`src/rtl/eth_led_pkg.sv`:
```
package eth_led_pkg;

  localparam int LED_W = 4;

  typedef enum logic {
    SCHEME_3 = 1'b0,
    SCHEME_4 = 1'b1
  } led_scheme_e;

  typedef struct packed {
    logic link;
    logic spd100;
    logic fdx;
  } port_state_t;

endpackage

```
`src/rtl/eth_led_blink_gen.sv`:
```
module eth_led_blink_gen #(
  parameter int CLK_HZ = 25_000_000
) (
  input  logic clk,
  input  logic rst_n,
  output logic sq10,
  output logic sq20
);

  // half period of the 20 Hz wave in clock cycles
  localparam int HALF20 = (CLK_HZ / 40 < 1) ? 1 : CLK_HZ / 40;
  localparam int CW     = $clog2(HALF20 + 1);

  logic [CW-1:0] cnt;
  logic          wrap;

  assign wrap = (cnt == CW'(HALF20 - 1));

  always_ff @(posedge clk) begin
    if (!rst_n) begin
      cnt  <= '0;
      sq20 <= 1'b0;
      sq10 <= 1'b0;
    end else if (wrap) begin
      cnt  <= '0;
      sq20 <= ~sq20;
      if (sq20) sq10 <= ~sq10;   // slow wave steps on each falling edge of the fast one
    end else begin
      cnt <= cnt + CW'(1);
    end
  end

endmodule

```
`src/rtl/eth_led_stretch.sv`:
```
module eth_led_stretch #(
  parameter int HOLD_CYC = 2_500_000
) (
  input  logic clk,
  input  logic rst_n,
  input  logic trig,
  output logic busy
);

  localparam int HW = $clog2(HOLD_CYC + 1);

  logic [HW-1:0] remain;

  always_ff @(posedge clk) begin
    if (!rst_n)              remain <= '0;
    else if (trig)           remain <= HW'(HOLD_CYC);
    else if (remain != '0)   remain <= remain - HW'(1);
  end

  assign busy = (remain != '0);

endmodule

```
`src/rtl/eth_led_map.sv`:
```
module eth_led_map
  import eth_led_pkg::*;
(
  input  led_scheme_e      scheme,
  input  port_state_t      st,
  input  logic             act_busy,
  input  logic             col_busy,
  input  logic             sq10,
  input  logic             sq20,
  output logic [LED_W-1:0] lit
);

  logic act_show;
  logic dpx_lamp;

  // activity only blinks while no collision is being shown
  assign act_show = act_busy & ~col_busy;
  assign dpx_lamp = col_busy ? sq20 : st.fdx;

  always_comb begin
    lit = '0;
    unique case (scheme)
      SCHEME_3: begin
        lit[0] = st.link & st.spd100;
        lit[1] = st.link & (act_show ? sq10 : 1'b1);
        lit[2] = dpx_lamp;
        lit[3] = 1'b0;
      end
      SCHEME_4: begin
        lit[0] = st.link & st.spd100;
        lit[1] = st.link & ~st.spd100;
        lit[2] = st.link & act_show & sq10;
        lit[3] = dpx_lamp;
      end
      default: lit = '0;
    endcase
  end

endmodule

```
`src/rtl/eth_led_ctrl.sv`:
```
module eth_led_ctrl
  import eth_led_pkg::*;
#(
  parameter int CLK_HZ     = 25_000_000,
  parameter bit ACTIVE_LOW = 1'b1
) (
  input  logic       clk,
  input  logic       rst_n,
  input  logic       link_up,
  input  logic       speed_100,
  input  logic       full_duplex,
  input  logic       rx_act,
  input  logic       tx_act,
  input  logic       col,
  input  logic       four_led_mode,
  output logic [3:0] led_o
);

  localparam int               HOLD_CYC = (CLK_HZ / 10 < 1) ? 1 : CLK_HZ / 10;
  localparam int               N_EV     = 2;
  localparam logic [LED_W-1:0] DARK     = ACTIVE_LOW ? {LED_W{1'b1}} : {LED_W{1'b0}};

  logic [N_EV-1:0]  ev_trig;
  logic [N_EV-1:0]  ev_busy;
  logic             act_busy;
  logic             col_busy;
  logic             sq10;
  logic             sq20;
  logic [LED_W-1:0] lit;
  logic [LED_W-1:0] led_q;
  port_state_t      st;
  led_scheme_e      scheme;

  assign ev_trig = {col, rx_act | tx_act};

  for (genvar g = 0; g < N_EV; g++) begin : g_hold
    eth_led_stretch #(.HOLD_CYC(HOLD_CYC)) i_hold (
      .clk  (clk),
      .rst_n(rst_n),
      .trig (ev_trig[g]),
      .busy (ev_busy[g])
    );
  end

  assign act_busy = ev_busy[0];
  assign col_busy = ev_busy[1];

  eth_led_blink_gen #(.CLK_HZ(CLK_HZ)) i_blink (
    .clk  (clk),
    .rst_n(rst_n),
    .sq10 (sq10),
    .sq20 (sq20)
  );

  assign st.link   = link_up;
  assign st.spd100 = speed_100;
  assign st.fdx    = full_duplex;
  assign scheme    = four_led_mode ? SCHEME_4 : SCHEME_3;

  eth_led_map i_map (
    .scheme  (scheme),
    .st      (st),
    .act_busy(act_busy),
    .col_busy(col_busy),
    .sq10    (sq10),
    .sq20    (sq20),
    .lit     (lit)
  );

  always_ff @(posedge clk) begin
    if (!rst_n) led_q <= DARK;
    else        led_q <= lit ^ DARK;
  end

  assign led_o = led_q;

endmodule

```
`config.mk`:
```
export PLATFORM = sky130hd
export DESIGN_NAME = eth_led_ctrl
export DESIGN_NICKNAME = d
export VERILOG_FILES = /design/src/rtl/eth_led_pkg.sv /design/src/rtl/eth_led_blink_gen.sv /design/src/rtl/eth_led_stretch.sv /design/src/rtl/eth_led_map.sv /design/src/rtl/eth_led_ctrl.sv
export SDC_FILE = /design/constraint.sdc
export NUM_CORES = 1
export LEC_CHECK = 0
export CAP_MARGIN = 15
export CORE_UTILIZATION = 30
export DETAILED_ROUTE_END_ITERATION = 12
export DONT_BUFFER_PORTS = 1
export PLACE_DENSITY = 0.5
export REMOVE_ABC_BUFFERS = 1
export SYNTH_ARGS = -nofsm -noshare
export SYNTH_HDL_FRONTEND = slang
export SYNTH_HIERARCHICAL = 1
export SYNTH_SLANG_ARGS = --single-unit
```
`constraint.sdc`:
```
create_clock -name clk -period 3.5 [get_ports clk]
set_clock_uncertainty 0.15 [all_clocks]
set_input_delay 0.7 -clock clk [delete_from_list [all_inputs] [get_ports clk]]
set_output_delay 0.7 -clock clk [all_outputs]
set_load 0.02 [all_outputs]
```
## Yosys cells after proc, flatten, opt, wreduce, memory -nomap -nowiden

Cells that the tools add are included.
Widths: inputs -> output; s select.

| storage, ports and cells | value |
|---|---|
| register bits | 70 |
| bits of input ports | 9 |
| output and inout port bits | 4 |
| word-level logic and storage cells | 42 |

| cells by class | value |
|---|---|
| $add $sub $neg | 3 |
| eq/ne operators | 1 |
| multiplexer cells | 8 |
| bitwise logic cells | 14 |
| reduce and logical (&&, ||, !) cells | 8 |

Operator list:

| cell | number |
|---|---|
| $mux 22 | 4 |
| $reduce_bool 22->1 | 2 |
| $sub 22x1->22 const B | 2 |
| $add 20x1->20 const B | 1 |
| $eq 20x20->1 const B | 1 |
| $pmux 4 s2 | 1 |
| $and 1x1->1 | 6 |
| $not 1->1 | 6 |
| $reduce_or 2->1 | 3 |
| $not 4->4 | 1 |
| $reduce_bool 2->1 | 2 |
| $mux 1 | 3 |
| $reduce_and 2->1 | 1 |
| $or 1x1->1 | 1 |

## Longest topological paths before layout

| depth | value |
|---|---|
| depth in word-level cells | 7 |
| depth in mapped cells | 9 |
| depth with buffers taken out | 9 |

## Modules after synthesis

The synthesis kept the hierarchy.

By module, submodules not included:

| module | instances | cells an instance | area each (um^2) | seq. area each (um^2) |
|---|---|---|---|---|
| eth_led_stretch | 2 | 132 | 1216.2 | 440.4 |
| eth_led_blink_gen | 1 | 112 | 984.7 | 440.4 |
| eth_led_ctrl | 1 | 9 | 101.3 | 80.1 |
| eth_led_map | 1 | 8 | 61.3 | 0.0 |

## Worst setup path after synthesis

No wires, ideal clock.

| path | value |
|---|---|
| path type | register -> register |
| start | register g_hold[1].i_hold.remain[0] |
| end | register led_q[1] (netlist: led_o[1]) |
| library setup time | 58 ps |
| data arrival time | 2190 ps |
| data required time | 3292 ps |
| slack | 1102 ps |
| stages on the path, launching flop included | 10 |
| buffers on the path | 0 |
| clock period less this slack | 2398 ps |
| cell sequence | dfxtp_1 -> inv_1 -> ha_1 -> nor3b_1 -> nand2_1 -> nor3_4 -> inv_2 -> or4b_1 -> and3_1 -> nand2_1 |

| between the ends | value |
|---|---|
| word-level cells in the longest chain between the ends | 7 |

RTL lines:

| element | line | RTL |
|---|---|---|
| from (decl) | eth_led_stretch.sv:12 | `logic [HW-1:0] remain;` |
| from (signal assigned) | eth_led_stretch.sv:16 | `else if (trig) remain <= HW'(HOLD_CYC);` |
| from (signal assigned) | eth_led_stretch.sv:17 | `else if (remain != '0) remain <= remain - HW'(1);` |
| $reduce_bool 22->1 | eth_led_stretch.sv:20 | `assign busy = (remain != '0);` |
| net col_busy | eth_led_ctrl.sv:26 | `logic col_busy;` |
| $not 1->1 | eth_led_map.sv:17 | `assign act_show = act_busy & ~col_busy;` |
| $and 1x1->1 | eth_led_map.sv:17 |  |
| $mux 1 | eth_led_map.sv:25 | `lit[1] = st.link & (act_show ? sq10 : 1'b1);` |
| $and 1x1->1 | eth_led_map.sv:25 |  |
| $pmux 4 s2 | eth_led_map.sv:22 | `unique case (scheme)` |
| net lit[1] | eth_led_ctrl.sv:29 | `logic [LED_W-1:0] lit;` |
| $not 4->4 (no source line) | n/a |  |
| to (signal assigned) | eth_led_ctrl.sv:72 | `else led_q <= lit ^ DARK;` |
| to (decl) | eth_led_ctrl.sv:30 | `logic [LED_W-1:0] led_q;` |

The timed path passes the listed nets, and every way through them passes these cells. The select of a mux whose other input is x is not followed.
A chain may end at the register's enable or synchronous reset.

## Worst setup path in the final report

Ends and elaborated chain as after synthesis.

==> out/summary.md <==
The hold path startpoint is rst_n. Global routing consumed, on the met1 layer, 16.40% of the routing resources. The via count of the routed design is 2718. Combinational logic burns 11.8% of the power. The number of buffers and inverters on the critical path is 2, and the number of DRC markers after the initial detailed-route iteration is 72. The cell type of the slowest stage on the worst timing path was sky130_fd_sc_hd__or4b_1.

The proportion of register bits with asynchronous set or reset after synthesis is 0%, and the max-slew violation count is 0. The number of flops mapped to enable cells by yosys came out at 0. Met3 track utilization from global routing: 4.757%. The fmax was 0.3796 GHz. The area growth from synthesis to layout is 12.48%.

Summing the sequential cell areas from Yosys gives 39.15% of the chip area. The global routing stage identified its most utilized layer as met2. The worst setup path is of the reg -> reg kind. For the cell-internal power, the log shows 0.001577 W. Of all cell types, the one taking the most synthesized area is sky130_fd_sc_hd__dfxtp_1.

The H-tree was split into 3 levels. Setup repair after global routing left no endpoint under its margin. Of the total synthesized cell area, the portion taken by full adders, half adders and majority gates is 1.748%. The reported net switching power was 0.0005162 W. The initial antenna violation count was 0; the total number of nets in the final design was 407.

The worst-case IR drop observed on VDD is 0.2525 mV. The longest clock path from root to sink contains 2 buffers. The logs give 0.87 ns for the register-to-register setup slack and 60.06% for the worst-case headroom to the max-slew limit.

The number of nets with antenna violations after detailed routing is 0. The worst setup path is launched from a register. The mean number of vias per cell was 5.024.

For the leakage power of the design, the log shows 1.346 nW. The logs give 12720 um for the first-pass GRT wire length and 20.63% for the met2 routing resource usage after global routing. The slew at the pin closest to its max-slew limit is 0.5991 ns. The class of the tightest hold or removal check was in -> reg.

Beginning of the critical path: g_hold[1].i_hold/remain[0]$_SDFFE_PP0P_. Grouping stages by cell kind, the critical path spends the most delay in simple AND/OR/NAND/NOR gates. The relative contribution of sequential cells to total power was 41.7%; the power density over cell area was 519.9 nW/um^2. The count of warnings emitted by yosys is 6. Worst-skew pair later-pin latency: 0.33 ns.

For the final hold violation count, the log shows 0. On the worst path, the slowest cell contributes a delay of 0.50 ns. The clock network is responsible for 46.5% of the overall power. The average footprint of a synthesized cell came out at 9.109 um^2. After synthesis, the netlist uses 54 different library cells.

By count the netlist is led by sky130_fd_sc_hd__dfxtp_1, sky130_fd_sc_hd__nor2_1, sky130_fd_sc_hd__xnor2_1, sky130_fd_sc_hd__nand2_1, sky130_fd_sc_hd__nor3_1. The share of the core filled with cells came out at 34.96%. The smallest clock period supported by the final layout is computed as 2.635 ns. The TritonCTS sink count was 70. The run gives 393 as the gate count after technology mapping. The run gives 7337 um as the detailed-route wire length.

Global routing used 12.94% of the available tracks. At the worst endpoint, the arrival time is 2.76 ns. After synthesis the cells add up to 3580 um^2. Summing the areas of all and, or, nand and nor instances in the mapped netlist gives 30.09% of the synthesized area.

Clock tree synthesis inserted a total of 9 buffers. In this run the horizontal extent of the chip is 111.2 um. Net switching is 24.66% of the power. Clock-pin transition on the worst setup and hold timing paths: 0.06 ns. The xor and xnor fraction of the mapped netlist area works out to 10.03%. The area inside the core boundary is 11520 um^2. By area the synthesized netlist is led by sky130_fd_sc_hd__dfxtp_1, sky130_fd_sc_hd__xnor2_1, sky130_fd_sc_hd__nor2_1.

The number of standard-cell rows in the floorplan is 39. The final reports fail on DRC. The flow ran to the end, but the final reports show violations. The initial core utilization is 31.08%, and the number of buffers inserted by port buffering is 0. The logs give 4 for the DRC violation count after routing and 1181 for the number of fill cells. Among all flip-flop cells after synthesis, the most frequent one is sky130_fd_sc_hd__dfxtp_1. The finished layout holds 541 standard cells, fillers aside. For the overall power consumption, the log shows 0.002093 W.

The post-route netlist has 10.55% of its cells at a drive strength greater than 1. The top fanout value on the critical path is 9. The tools report the total die area as 12370 um^2.

The most numerous cell type found on the critical path is sky130_fd_sc_hd__nand2_1. After synthesis, the largest area contributor takes up 39.15% of total cell area. Setup violations remaining at the end of the flow were counted as 0. Dominant cell by count in the synthesized netlist: sky130_fd_sc_hd__dfxtp_1.

The HPWL after detailed placement is 5139 um. The number of search-and-repair iterations in the first detailed-routing pass came out at 8. The tree is rooted in a sky130_fd_sc_hd__clkbuf_16.

Average wire length per cell after detail routing: 13.56 um. After clock tree synthesis, the flow added hold-fix buffers numbering 0. In this run the count of I/O pins placed on the die edge is 13. The number of placed instances, taps included, is 525. At the worst endpoint, the required time is 3.63 ns.

The share of the synthesized area in compound gates (AO/OA/AOI/OAI) came out at 14.72%. Measured against the total synthesized area, the mux share comes to 1.398%. TritonCTS built the clock tree. Once the clock tree was built, the resizer swapped 0 gates to a different size.

The main combinational cell family by area after synthesis is simple AND/OR/NAND/NOR gates. The logs give 0 for the post-CTS setup buffer count and 0 for the aggregate global routing overflow. The repair_antennas step left the layout with diodes totalling 0. The die is 111.2 um tall. In this run, synthesis produced a sequential element count of 70.

After routing, the total negative slack on setup checks comes to 0 ns. The congestion estimate from routability-driven global placement came to 0.7313. The source of the worst register-to-register timing path is g_hold[1].i_hold/remain[0]$_SDFFE_PP0P_. The critical path goes through inv_1 > ha_1 > nor3b_1 > nand2_1 > nor3_4 > inv_2 > or4b_1 > and3_1 > nand2_1.

Entering global routing, the biggest net connects 31 pins. The type of element capturing the critical path was a register. On the final layout, the worst hold slack is 0.2905 ns. Of the available clock period, the critical path in the final layout requires 75.27%. Number of global-route vias before repair: 2607. Across the run, the number of max-cap violations was 0.
## power by group through the flow
stage                     registers (W)  clock network [W]  logic (W)
after global placement         0.000889                  0   0.000245
after detailed placement       0.000889                  0   0.000248
after global routing           0.000878            0.00104   0.000281
final                          0.000873           0.000973   0.000248
after CTS                      0.000872            0.00100   0.000250
after floorplan                0.000881                  0   0.000207
## state kept, by name (all words and copies together) (netlist names)
signal and count:
g_hold.i_hold/remain 44, i_blink/cnt 20, i_blink/sq10 1, i_blink/sq20 1
led_o 4
## placed cells by master (no fill, tap or decap), types with 3 or more instances in the layout
cell type	n
sky130_fd_sc_hd__or3_1	7
sky130_fd_sc_hd__nand2_1	22
sky130_fd_sc_hd__nand3_1	13
sky130_fd_sc_hd__nor2b_1	3
sky130_fd_sc_hd__nor4_1	11
sky130_fd_sc_hd__o21a_1	8
sky130_fd_sc_hd__and2_1	5
sky130_fd_sc_hd__o31ai_1	3
sky130_fd_sc_hd__nor3_1	14
sky130_fd_sc_hd__dfxtp_1	70
sky130_fd_sc_hd__o31a_1	4
sky130_fd_sc_hd__ha_1	5
sky130_fd_sc_hd__clkbuf_1	3
sky130_fd_sc_hd__a21oi_1	10
sky130_fd_sc_hd__and3_2	4
sky130_fd_sc_hd__nand3b_1	4
sky130_fd_sc_hd__o211ai_1	5
sky130_fd_sc_hd__clkbuf_16	9
sky130_fd_sc_hd__xnor2_1	28
sky130_fd_sc_hd__a211oi_1	6
sky130_fd_sc_hd__nor4_2	4
sky130_fd_sc_hd__or4b_1	3
sky130_fd_sc_hd__nor2_1	57
sky130_fd_sc_hd__xor2_1	13
sky130_fd_sc_hd__mux2i_1	5
sky130_fd_sc_hd__nand2b_1	3
sky130_fd_sc_hd__inv_1	12
sky130_fd_sc_hd__o21ai_0	9
sky130_fd_sc_hd__nor4_4	4
sky130_fd_sc_hd__and3_1	4
sky130_fd_sc_hd__nand4_1	4
sky130_fd_sc_hd__a21boi_0	4
## per-stage QoR
stage	instance area [um^2]	setup slack, ns
final	4026	0.8654
after global placement	3709	0.8972
after CTS	4026	0.8456
after global routing	4026	0.6094
after floorplan	3530	1.102
after detailed placement	3709	0.8655
## logic make-up after synthesis
kind of cell	Yosys count
fa+ha+maj	5
xor+xnor	41
simple gates	181
compound gates	66
flops	70
buf+inv	25
mux	5
## path summary, 6_finish.rpt
path              cells past startpoint                        end
setup reg to reg                      9        led_o[1]$_SDFF_PN1_
hold reg to reg                       1  i_blink/cnt[0]$_SDFF_PP0_
setup / recovery                      9        led_o[1]$_SDFF_PN1_
hold / removal                        1        led_o[1]$_SDFF_PN1_
## metal layers
metal	part of all wire (%)	vias to the layer above
met1	50	1264
met4	0.98	0
li1	-	1420
met5	0	-
met3	4.1	5
met2	45	29
## layout make-up
class,instances,area [um^2],area share (%)
clock buffer,13,250.2,6.215
clock inverter,3,67.56,1.678
inverter,14,52.55,1.305
multi-input combinational,298,2076,51.55
sequential,70,1401,34.80
tap,143,178.9,4.444
Power figures use the tool's default switching activity.
